--- src/rtl/ctl_mark_pkg.sv ---
// Package: shared mode codes and pulse kinds for the control-pulse mark recorder.
// Assumes mode codes 5..7 are unused and behave as plain record.
package ctl_mark_pkg;

    typedef enum logic [2:0] {
        MODE_PLAIN   = 3'd0,
        MODE_INDEX   = 3'd1,
        MODE_REWRITE = 3'd2,
        MODE_ABORT   = 3'd3,
        MODE_MARK    = 3'd4
    } rec_mode_e;

    typedef enum logic [1:0] {
        PK_PLAIN = 2'd0,
        PK_ONE   = 2'd1,
        PK_ZERO  = 2'd2,
        PK_MARK  = 2'd3
    } pulse_kind_e;

endpackage

--- src/rtl/ctl_period_timer.sv ---
// Module: counts cycles within the current pulse, measures the length of
// each finished period and holds the high-time threshold for the pulse in
// progress. Assumes period_tick is a one-cycle strobe; the count saturates
// if ticks stop.
module ctl_period_timer #(
    parameter int CNT_W = 12
) (
    input  logic             clk,
    input  logic             rst_n,
    input  logic             boundary,
    input  logic [CNT_W-1:0] thresh_next,
    output logic [CNT_W-1:0] len_now,
    output logic             pulse_hi
);

    logic [CNT_W-1:0] pos_q;
    logic [CNT_W-1:0] thresh_q;

    // Length of the period ending at this edge, if this edge is a boundary.
    assign len_now = pos_q + CNT_W'(1);

    // Position counter: restart at a boundary, otherwise count up and saturate.
    always_ff @(posedge clk) begin
        if (!rst_n) begin
            pos_q <= '0;
        end else if (boundary) begin
            pos_q <= '0;
        end else if (pos_q != '1) begin
            pos_q <= pos_q + CNT_W'(1);
        end
    end

    // Threshold register: load the high time of the new pulse at a boundary.
    always_ff @(posedge clk) begin
        if (!rst_n) begin
            thresh_q <= '0;
        end else if (boundary) begin
            thresh_q <= thresh_next;
        end
    end

    // Output is high while the position is below the threshold.
    assign pulse_hi = (pos_q < thresh_q);

endmodule

--- src/rtl/ctl_duty_calc.sv ---
// Module: turns a pulse kind and a measured period length into a high time.
// Plain pulses scale by the duty register; 1, 0 and mark pulses use fixed
// quarter, half and three-quarter fractions. Purely combinational.
module ctl_duty_calc
    import ctl_mark_pkg::*;
#(
    parameter int CNT_W  = 12,
    parameter int DUTY_W = 8
) (
    input  pulse_kind_e       kind,
    input  logic [CNT_W-1:0]  len,
    input  logic [DUTY_W-1:0] duty,
    output logic [CNT_W-1:0]  thresh
);

    localparam int PROD_W = CNT_W + DUTY_W;

    logic [PROD_W-1:0] prod;
    logic [CNT_W-1:0]  quarter;

    assign prod    = PROD_W'(len) * PROD_W'(duty);
    assign quarter = len >> 2;

    // Select the high time for the requested pulse kind.
    always_comb begin
        unique case (kind)
            PK_ONE:  thresh = quarter;
            PK_ZERO: thresh = len >> 1;
            PK_MARK: thresh = len - quarter;
            default: thresh = CNT_W'(prod >> DUTY_W);
        endcase
    end

endmodule

--- src/rtl/ctl_frame_seq.sv ---
// Module: decides the kind of each pulse. Runs the framed index word
// (0, data x FRAME_BITS, 0), buffers the software flag, tracks underrun,
// handles abort and address-mark requests, and raises the interrupt.
// Assumes flag writes and mode are synchronous to clk.
module ctl_frame_seq
    import ctl_mark_pkg::*;
#(
    parameter int FRAME_BITS = 64
) (
    input  logic        clk,
    input  logic        rst_n,
    input  logic        boundary,
    input  rec_mode_e   mode,
    input  logic        flag_wr,
    input  logic        flag_val,
    output pulse_kind_e kind,
    output logic        irq,
    output logic        bit_pending,
    output logic        underrun,
    output logic        active
);

    localparam int IDX_W = $clog2(FRAME_BITS + 3);
    localparam logic [IDX_W-1:0] IDX_TAIL = IDX_W'(FRAME_BITS + 1);
    localparam logic [IDX_W-1:0] IDX_DONE = IDX_W'(FRAME_BITS + 2);

    logic [IDX_W-1:0] idx_q;
    logic             armed_q;
    logic             pend_q;
    logic             pend_val_q;
    logic             last_bit_q;
    logic             mark_pend_q;

    logic is_idx_mode;
    logic do_start;
    logic do_abort;
    logic do_done;
    logic do_data;
    logic data_bit;

    assign is_idx_mode = (mode == MODE_INDEX) || (mode == MODE_REWRITE);
    assign do_abort    = boundary && active && (mode == MODE_ABORT);
    assign do_done     = boundary && active && !do_abort && (idx_q == IDX_DONE);
    assign do_data     = boundary && active && !do_abort
                         && (idx_q != IDX_DONE) && (idx_q != IDX_TAIL);
    assign do_start    = boundary && !active && armed_q && is_idx_mode;
    assign data_bit    = pend_q ? pend_val_q : last_bit_q;

    // Pulse kind for the boundary in this cycle.
    always_comb begin
        kind = PK_PLAIN;
        if (active) begin
            if (do_data) begin
                kind = data_bit ? PK_ONE : PK_ZERO;
            end else if (!do_abort && (idx_q == IDX_TAIL)) begin
                kind = PK_ZERO;
            end
        end else if (armed_q && is_idx_mode) begin
            kind = PK_ZERO;
        end else if ((mode == MODE_MARK) && mark_pend_q) begin
            kind = PK_MARK;
        end
    end

    // Frame state: active flag, pulse index and arming.
    always_ff @(posedge clk) begin
        if (!rst_n) begin
            active  <= 1'b0;
            idx_q   <= '0;
            armed_q <= 1'b1;
        end else begin
            if (do_start) begin
                active  <= 1'b1;
                idx_q   <= IDX_W'(1);
                armed_q <= 1'b0;
            end else if (do_abort || do_done) begin
                active <= 1'b0;
            end else if (boundary && active) begin
                idx_q <= idx_q + IDX_W'(1);
            end
            if (!active && !is_idx_mode) begin
                armed_q <= 1'b1;
            end
        end
    end

    // Data flag buffer, repeated-bit memory and sticky underrun.
    always_ff @(posedge clk) begin
        if (!rst_n) begin
            pend_q     <= 1'b0;
            pend_val_q <= 1'b0;
            last_bit_q <= 1'b0;
            underrun   <= 1'b0;
        end else begin
            if (do_start) begin
                last_bit_q <= 1'b0;
                underrun   <= 1'b0;
            end
            if (do_data) begin
                last_bit_q <= data_bit;
                pend_q     <= 1'b0;
                if (!pend_q) begin
                    underrun <= 1'b1;
                end
            end
            if (flag_wr && (mode != MODE_MARK)) begin
                pend_q     <= 1'b1;
                pend_val_q <= flag_val;
            end
        end
    end

    // Address-mark request: set by a 0 write in mark mode, used at a boundary.
    always_ff @(posedge clk) begin
        if (!rst_n) begin
            mark_pend_q <= 1'b0;
        end else begin
            if (boundary && (kind == PK_MARK)) begin
                mark_pend_q <= 1'b0;
            end
            if (flag_wr && !flag_val && (mode == MODE_MARK)) begin
                mark_pend_q <= 1'b1;
            end
        end
    end

    // Interrupt: frame completion, or every boundary in mark mode.
    always_ff @(posedge clk) begin
        if (!rst_n) begin
            irq <= 1'b0;
        end else begin
            irq <= do_done || (boundary && !active && (mode == MODE_MARK));
        end
    end

    assign bit_pending = pend_q;

endmodule

--- src/rtl/ctl_mark_rec.sv ---
// Module: top of the control-pulse mark recorder. Ties the frame sequencer,
// the duty calculator and the period timer together. Assumes period_tick,
// mode_sel, duty_val and flag writes are all synchronous to clk.
module ctl_mark_rec
    import ctl_mark_pkg::*;
#(
    parameter int CNT_W      = 12,
    parameter int DUTY_W     = 8,
    parameter int FRAME_BITS = 64
) (
    input  logic              clk,
    input  logic              rst_n,
    input  logic              period_tick,
    input  logic [2:0]        mode_sel,
    input  logic [DUTY_W-1:0] duty_val,
    input  logic              flag_wr,
    input  logic              flag_val,
    output logic              rec_pulse,
    output logic              irq,
    output logic              bit_pending,
    output logic              underrun
);

    pulse_kind_e      kind;
    logic [CNT_W-1:0] len_now;
    logic [CNT_W-1:0] thresh_next;
    logic             seq_active;

    ctl_frame_seq #(
        .FRAME_BITS (FRAME_BITS)
    ) u_seq (
        .clk         (clk),
        .rst_n       (rst_n),
        .boundary    (period_tick),
        .mode        (rec_mode_e'(mode_sel)),
        .flag_wr     (flag_wr),
        .flag_val    (flag_val),
        .kind        (kind),
        .irq         (irq),
        .bit_pending (bit_pending),
        .underrun    (underrun),
        .active      (seq_active)
    );

    ctl_duty_calc #(
        .CNT_W  (CNT_W),
        .DUTY_W (DUTY_W)
    ) u_duty (
        .kind   (kind),
        .len    (len_now),
        .duty   (duty_val),
        .thresh (thresh_next)
    );

    ctl_period_timer #(
        .CNT_W (CNT_W)
    ) u_timer (
        .clk         (clk),
        .rst_n       (rst_n),
        .boundary    (period_tick),
        .thresh_next (thresh_next),
        .len_now     (len_now),
        .pulse_hi    (rec_pulse)
    );

endmodule

--- config.mk ---
export PLATFORM = sky130hd
export DESIGN_NAME = ctl_mark_rec
export DESIGN_NICKNAME = d
export VERILOG_FILES = /design/src/rtl/ctl_mark_pkg.sv /design/src/rtl/ctl_period_timer.sv /design/src/rtl/ctl_duty_calc.sv /design/src/rtl/ctl_frame_seq.sv /design/src/rtl/ctl_mark_rec.sv
export SDC_FILE = /design/constraint.sdc
export NUM_CORES = 1
export LEC_CHECK = 0
export ABC_CLOCK_PERIOD_IN_PS = 16200
export BUFFER_PORTS_ARGS = -buffer_cell sky130_fd_sc_hd__buf_2
export CAP_MARGIN = 20
export CORE_MARGIN = 2
export CORE_UTILIZATION = 63
export CTS_CLUSTER_SIZE = 25
export DETAILED_ROUTE_END_ITERATION = 10
export PLACE_DENSITY = 0.81
export SYNTH_ARGS = -nofsm -noshare
export SYNTH_HDL_FRONTEND = slang
export SYNTH_SLANG_ARGS = --single-unit
export TNS_END_PERCENT = 1
--- constraint.sdc ---
create_clock -name clk -period 16.2 [get_ports clk]
set_clock_uncertainty 0.2 [all_clocks]
set_input_delay 4.86 -clock clk [delete_from_list [all_inputs] [get_ports clk]]
set_output_delay 4.86 -clock clk [all_outputs]
set_load 0.01 [all_outputs]
==> implementation parameters <==
Parameter                              Value

Logic synthesis
  Count of mapped cells out of synthesis    655
  Top FF cell, synth    sky130_fd_sc_hd__dfxtp_1
  Post-synthesis instance area    5515 um2
  Net Count, Synth    793
  Number of warnings reported in the yosys synthesis log    0
  Ys async rst share    0
  Distinct cell type count of the synthesized netlist    55
  Seq cells post-synth    39
  Post-synth EDFFs    0
  Post-synthesis sequential area ratio    0.1416
  Mean instance size in the synthesized netlist    8.420 um2

Min path
  Critical hold path startpoint    u_timer.thresh_q[1]
  Hold Crit Depth    1
  Hold WC Path Type    flop to flop
  Endpoint of the worst hold-timing path    u_timer.thresh_q[1]

STA
  Max Clock Freq    105.1 MHz
  Final count of hold timing violations    0
  Final Max Tran Viols    0
  Final sum of negative setup slack    0 ns
  Worst max-slew margin expressed relative to the limit    0.5874
  Slew at the pin with the worst max-slew slack    0.6167 ns
  Final setup violation count    0
  RSZ-0062 raised after global routing    no
  Final cycle utilization of the critical path    0.5874
  Final worst path period need    9.515 ns

Clocking
  Clock transition at the register clock pins on the worst setup and hold paths after CTS    0.08 ns
  CTS tree    yes
  Count of clock tree sinks    39
  Root Buffer Master    sky130_fd_sc_hd__clkbuf_8
  Number of resized instances in the post-cts repair step    0
  H-tree lvl count    2
  Number of buffers created by CTS    5
  Hold-fix buffers, CTS    0
  Worst-skew pair later-pin latency    0.30 ns
  Post-CTS Setup Bufs    0
  Worst-case clock buffer depth    2

Flow run
  Max Cap Viol    0

Setup path
  Crit Reg-Reg Startpoint    u_timer.pos_q[0]
  Worst reg2reg endpoint    u_timer.thresh_q[11]
  Start-to-end type of the worst setup path    primary input to flop
  Nature of the critical path startpoint    primary input
  Peak fanout along the critical path    12
  Data arrival at the endpoint of the critical path    9.55 ns
  Crit. End Element    flop
  Req. time, crit path    16.23 ns
  Register-to-Register Path Depth    21
  Worst R2R Setup Slack    9.42 ns

Floorplanning
  Horiz. Die Dim    97.57 um
  Vertical extent of the die    97.57 um
  Die footprint    9519 um2
  I/O pin count    20
  Core area    8593 um2
  Initial standard-cell utilization of the core    0.6418
  Row cnt    34

Global routing
  Global-route wire length before repair    20670 um
  Gr ovfl total    0
  Number of antenna violations at the first check in global routing    0
  Largest net degree at the start of global routing    29
  Combined global-route utilization of all metal layers    0.2574
  Number of global-route vias before repair    4600

Detailed routing
  Via density per instance    5.917
  Via count of the routed design    4556
  Number of detailed-route iterations in the first pass    5
  Post-DR wirelength/cell    15.11 um
  Residual antenna-violating net count after detailed routing    0
  Total routed wirelength    11630 um
  Remaining DRCs    0
  Iter 0 DRT Violations    338

Finish
  Most used cells in the layout excluding fill and tap cells    93 x sky130_fd_sc_hd__inv_1, 62 x sky130_fd_sc_hd__ha_1, 60 x sky130_fd_sc_hd__and2_1, 60 x sky130_fd_sc_hd__fa_1, 44 x sky130_fd_sc_hd__nand2_1
  Top flop regs    u_timer.pos_q: 12 flops, u_timer.thresh_q: 12 flops, u_seq.idx_q: 7 flops
  Nets    799
  Share of the core filled with cells    0.6737
  Most common cell after layout, fill and taps aside    sky130_fd_sc_hd__inv_1
  Final cell count without fillers    770
  Fraction of final layout cells sized beyond drive strength 1    0.06798
  Antenna fix cells    0
  Area overhead of the layout relative to synthesis    4.968%

Power
  Overall power after layout    0.2323 mW
  VDD IR max    47.36 uV
  Ratio of total power to cell area    40.13 nW/um2
  Pleak    2.867 nW

Placed design
  Placed wire-length estimate after detailed placement    9319 um
  Placer congestion estimate    0.8955
  # port buffers    19
  Placed Cells incl. Taps    762

Status
  Status    completed
-- metrics by stage --
step | setup WS (ns) | instance area, um2 | hold slack, ns
floorplan | 6.598 | 5515 | 0.2367
global route | 6.429 | 5789 | 0.3079
finish | 6.685 | 5789 | 0.2871
CTS | 6.700 | 5789 | 0.2895
global placement | 6.487 | 5677 | 0.2570
detailed placement | 6.372 | 5677 | 0.2774
-- synth_stat cells, types with 3 or more instances --
cell type                  number  area (um2)
sky130_fd_sc_hd__nand2_1       44       165.2
sky130_fd_sc_hd__a21boi_0       5       37.54
sky130_fd_sc_hd__or3_1          3       18.77
sky130_fd_sc_hd__nand3_1       15       75.07
sky130_fd_sc_hd__nor2_1        33       123.9
sky130_fd_sc_hd__mux2i_1        5       50.05
sky130_fd_sc_hd__a211oi_1       3       22.52
sky130_fd_sc_hd__xor2_1        18       157.7
sky130_fd_sc_hd__a221oi_1       7       61.31
sky130_fd_sc_hd__o21ai_0       29       145.1
sky130_fd_sc_hd__nor2b_1       15       93.84
sky130_fd_sc_hd__nand3b_1       3       22.52
sky130_fd_sc_hd__a31oi_1        4       25.02
sky130_fd_sc_hd__a21o_1         5       37.54
sky130_fd_sc_hd__fa_1          60        1201
sky130_fd_sc_hd__o21a_1         5       37.54
sky130_fd_sc_hd__and2_1        60       375.4
sky130_fd_sc_hd__ha_1          62       775.7
sky130_fd_sc_hd__and4_1         3       26.28
sky130_fd_sc_hd__inv_1         93       349.1
sky130_fd_sc_hd__nor3_1         6       30.03
sky130_fd_sc_hd__buf_2          4       20.02
sky130_fd_sc_hd__or2_2          5       31.28
sky130_fd_sc_hd__clkbuf_1      19       71.32
sky130_fd_sc_hd__clkinv_1       5       18.77
sky130_fd_sc_hd__a21oi_1       34       170.2
sky130_fd_sc_hd__o221ai_1       5       43.79
sky130_fd_sc_hd__nand4_1        5       31.28
sky130_fd_sc_hd__xnor2_1       17       148.9
sky130_fd_sc_hd__dfxtp_1       39       780.8
sky130_fd_sc_hd__and3_1         6       37.54
sky130_fd_sc_hd__nand2b_1       9       56.30
-- worst max-delay path by stage --
| stage | start | end | slack [ns] | cells past startpoint |
|---|---|---|---|---|
| 3_5_place_dp | duty_val[7] | u_timer.thresh_q[11] | 6.37 | 18 |
| 4_1_cts | duty_val[7] | u_timer.thresh_q[11] | 6.70 | 18 |
| 3_3_place_gp | duty_val[7] | u_timer.thresh_q[11] | 6.49 | 18 |
| 6_report | duty_val[7] | u_timer.thresh_q[11] | 6.68 | 18 |
| 2_1_floorplan | duty_val[6] | u_timer.thresh_q[11] | 6.60 | 18 |
| 5_1_grt | duty_val[7] | u_timer.thresh_q[11] | 6.43 | 18 |
-- routing by layer --
layer | vias to the layer above | routed length (um) | GRT usage
met5 | - | 0 | 0
met4 | 0 | 289 | 0.07372
met3 | 33 | 539 | 0.02878
met2 | 137 | 5825 | 0.4382
met1 | 2218 | 4977 | 0.3480
li1 | 2168 | - | -
-- critical path, stage by stage --
cell and delay (ns):
sky130_fd_sc_hd__buf_2 0.19, sky130_fd_sc_hd__nand2b_1 0.11, sky130_fd_sc_hd__fa_1 0.52, sky130_fd_sc_hd__fa_1 0.55
sky130_fd_sc_hd__inv_1 0.05, sky130_fd_sc_hd__fa_1 0.52, sky130_fd_sc_hd__inv_1 0.05, sky130_fd_sc_hd__fa_1 0.53
sky130_fd_sc_hd__inv_1 0.04, sky130_fd_sc_hd__ha_1 0.34, sky130_fd_sc_hd__a2111oi_2 0.30, sky130_fd_sc_hd__o41a_2 0.21
sky130_fd_sc_hd__o21a_4 0.16, sky130_fd_sc_hd__o21ai_2 0.08, sky130_fd_sc_hd__o21a_1 0.19, sky130_fd_sc_hd__o21a_1 0.20
sky130_fd_sc_hd__or4b_1 0.49, sky130_fd_sc_hd__a31oi_1 0.14
-- power breakdown --
part	internal [mW]	switching, mW
registers	0.0987	0.00292
logic	0.0191	0.0289
clock network	0.0459	0.0369
total	0.164	0.0687
-- cell families after synthesis --
family                     Yosys count  share of synthesized area
DFF                                 39                     0.1416
AOI/OAI and AO/OA                  117                     0.1395
buffers and inverters              121                    0.08326
xor gates and xnor gates            35                    0.05558
adders and majority gates          122                     0.3584
muxes                                5                   0.009075
and+or+nand+nor                    216                     0.2126
-- cell type report --
| class | instances | area, um2 |
|---|---|---|
| fill | 695 | 2804 |
| timing repair buffer | 22 | 117.6 |
| clock inverter | 3 | 43.79 |
| multi-input combinational | 495 | 4275 |
| sequential | 39 | 780.7 |
| tap | 108 | 135.1 |
| clock buffer | 5 | 68.82 |
| inverter | 98 | 367.9 |
No activity file was read; power rests on OpenSTA's default activity.
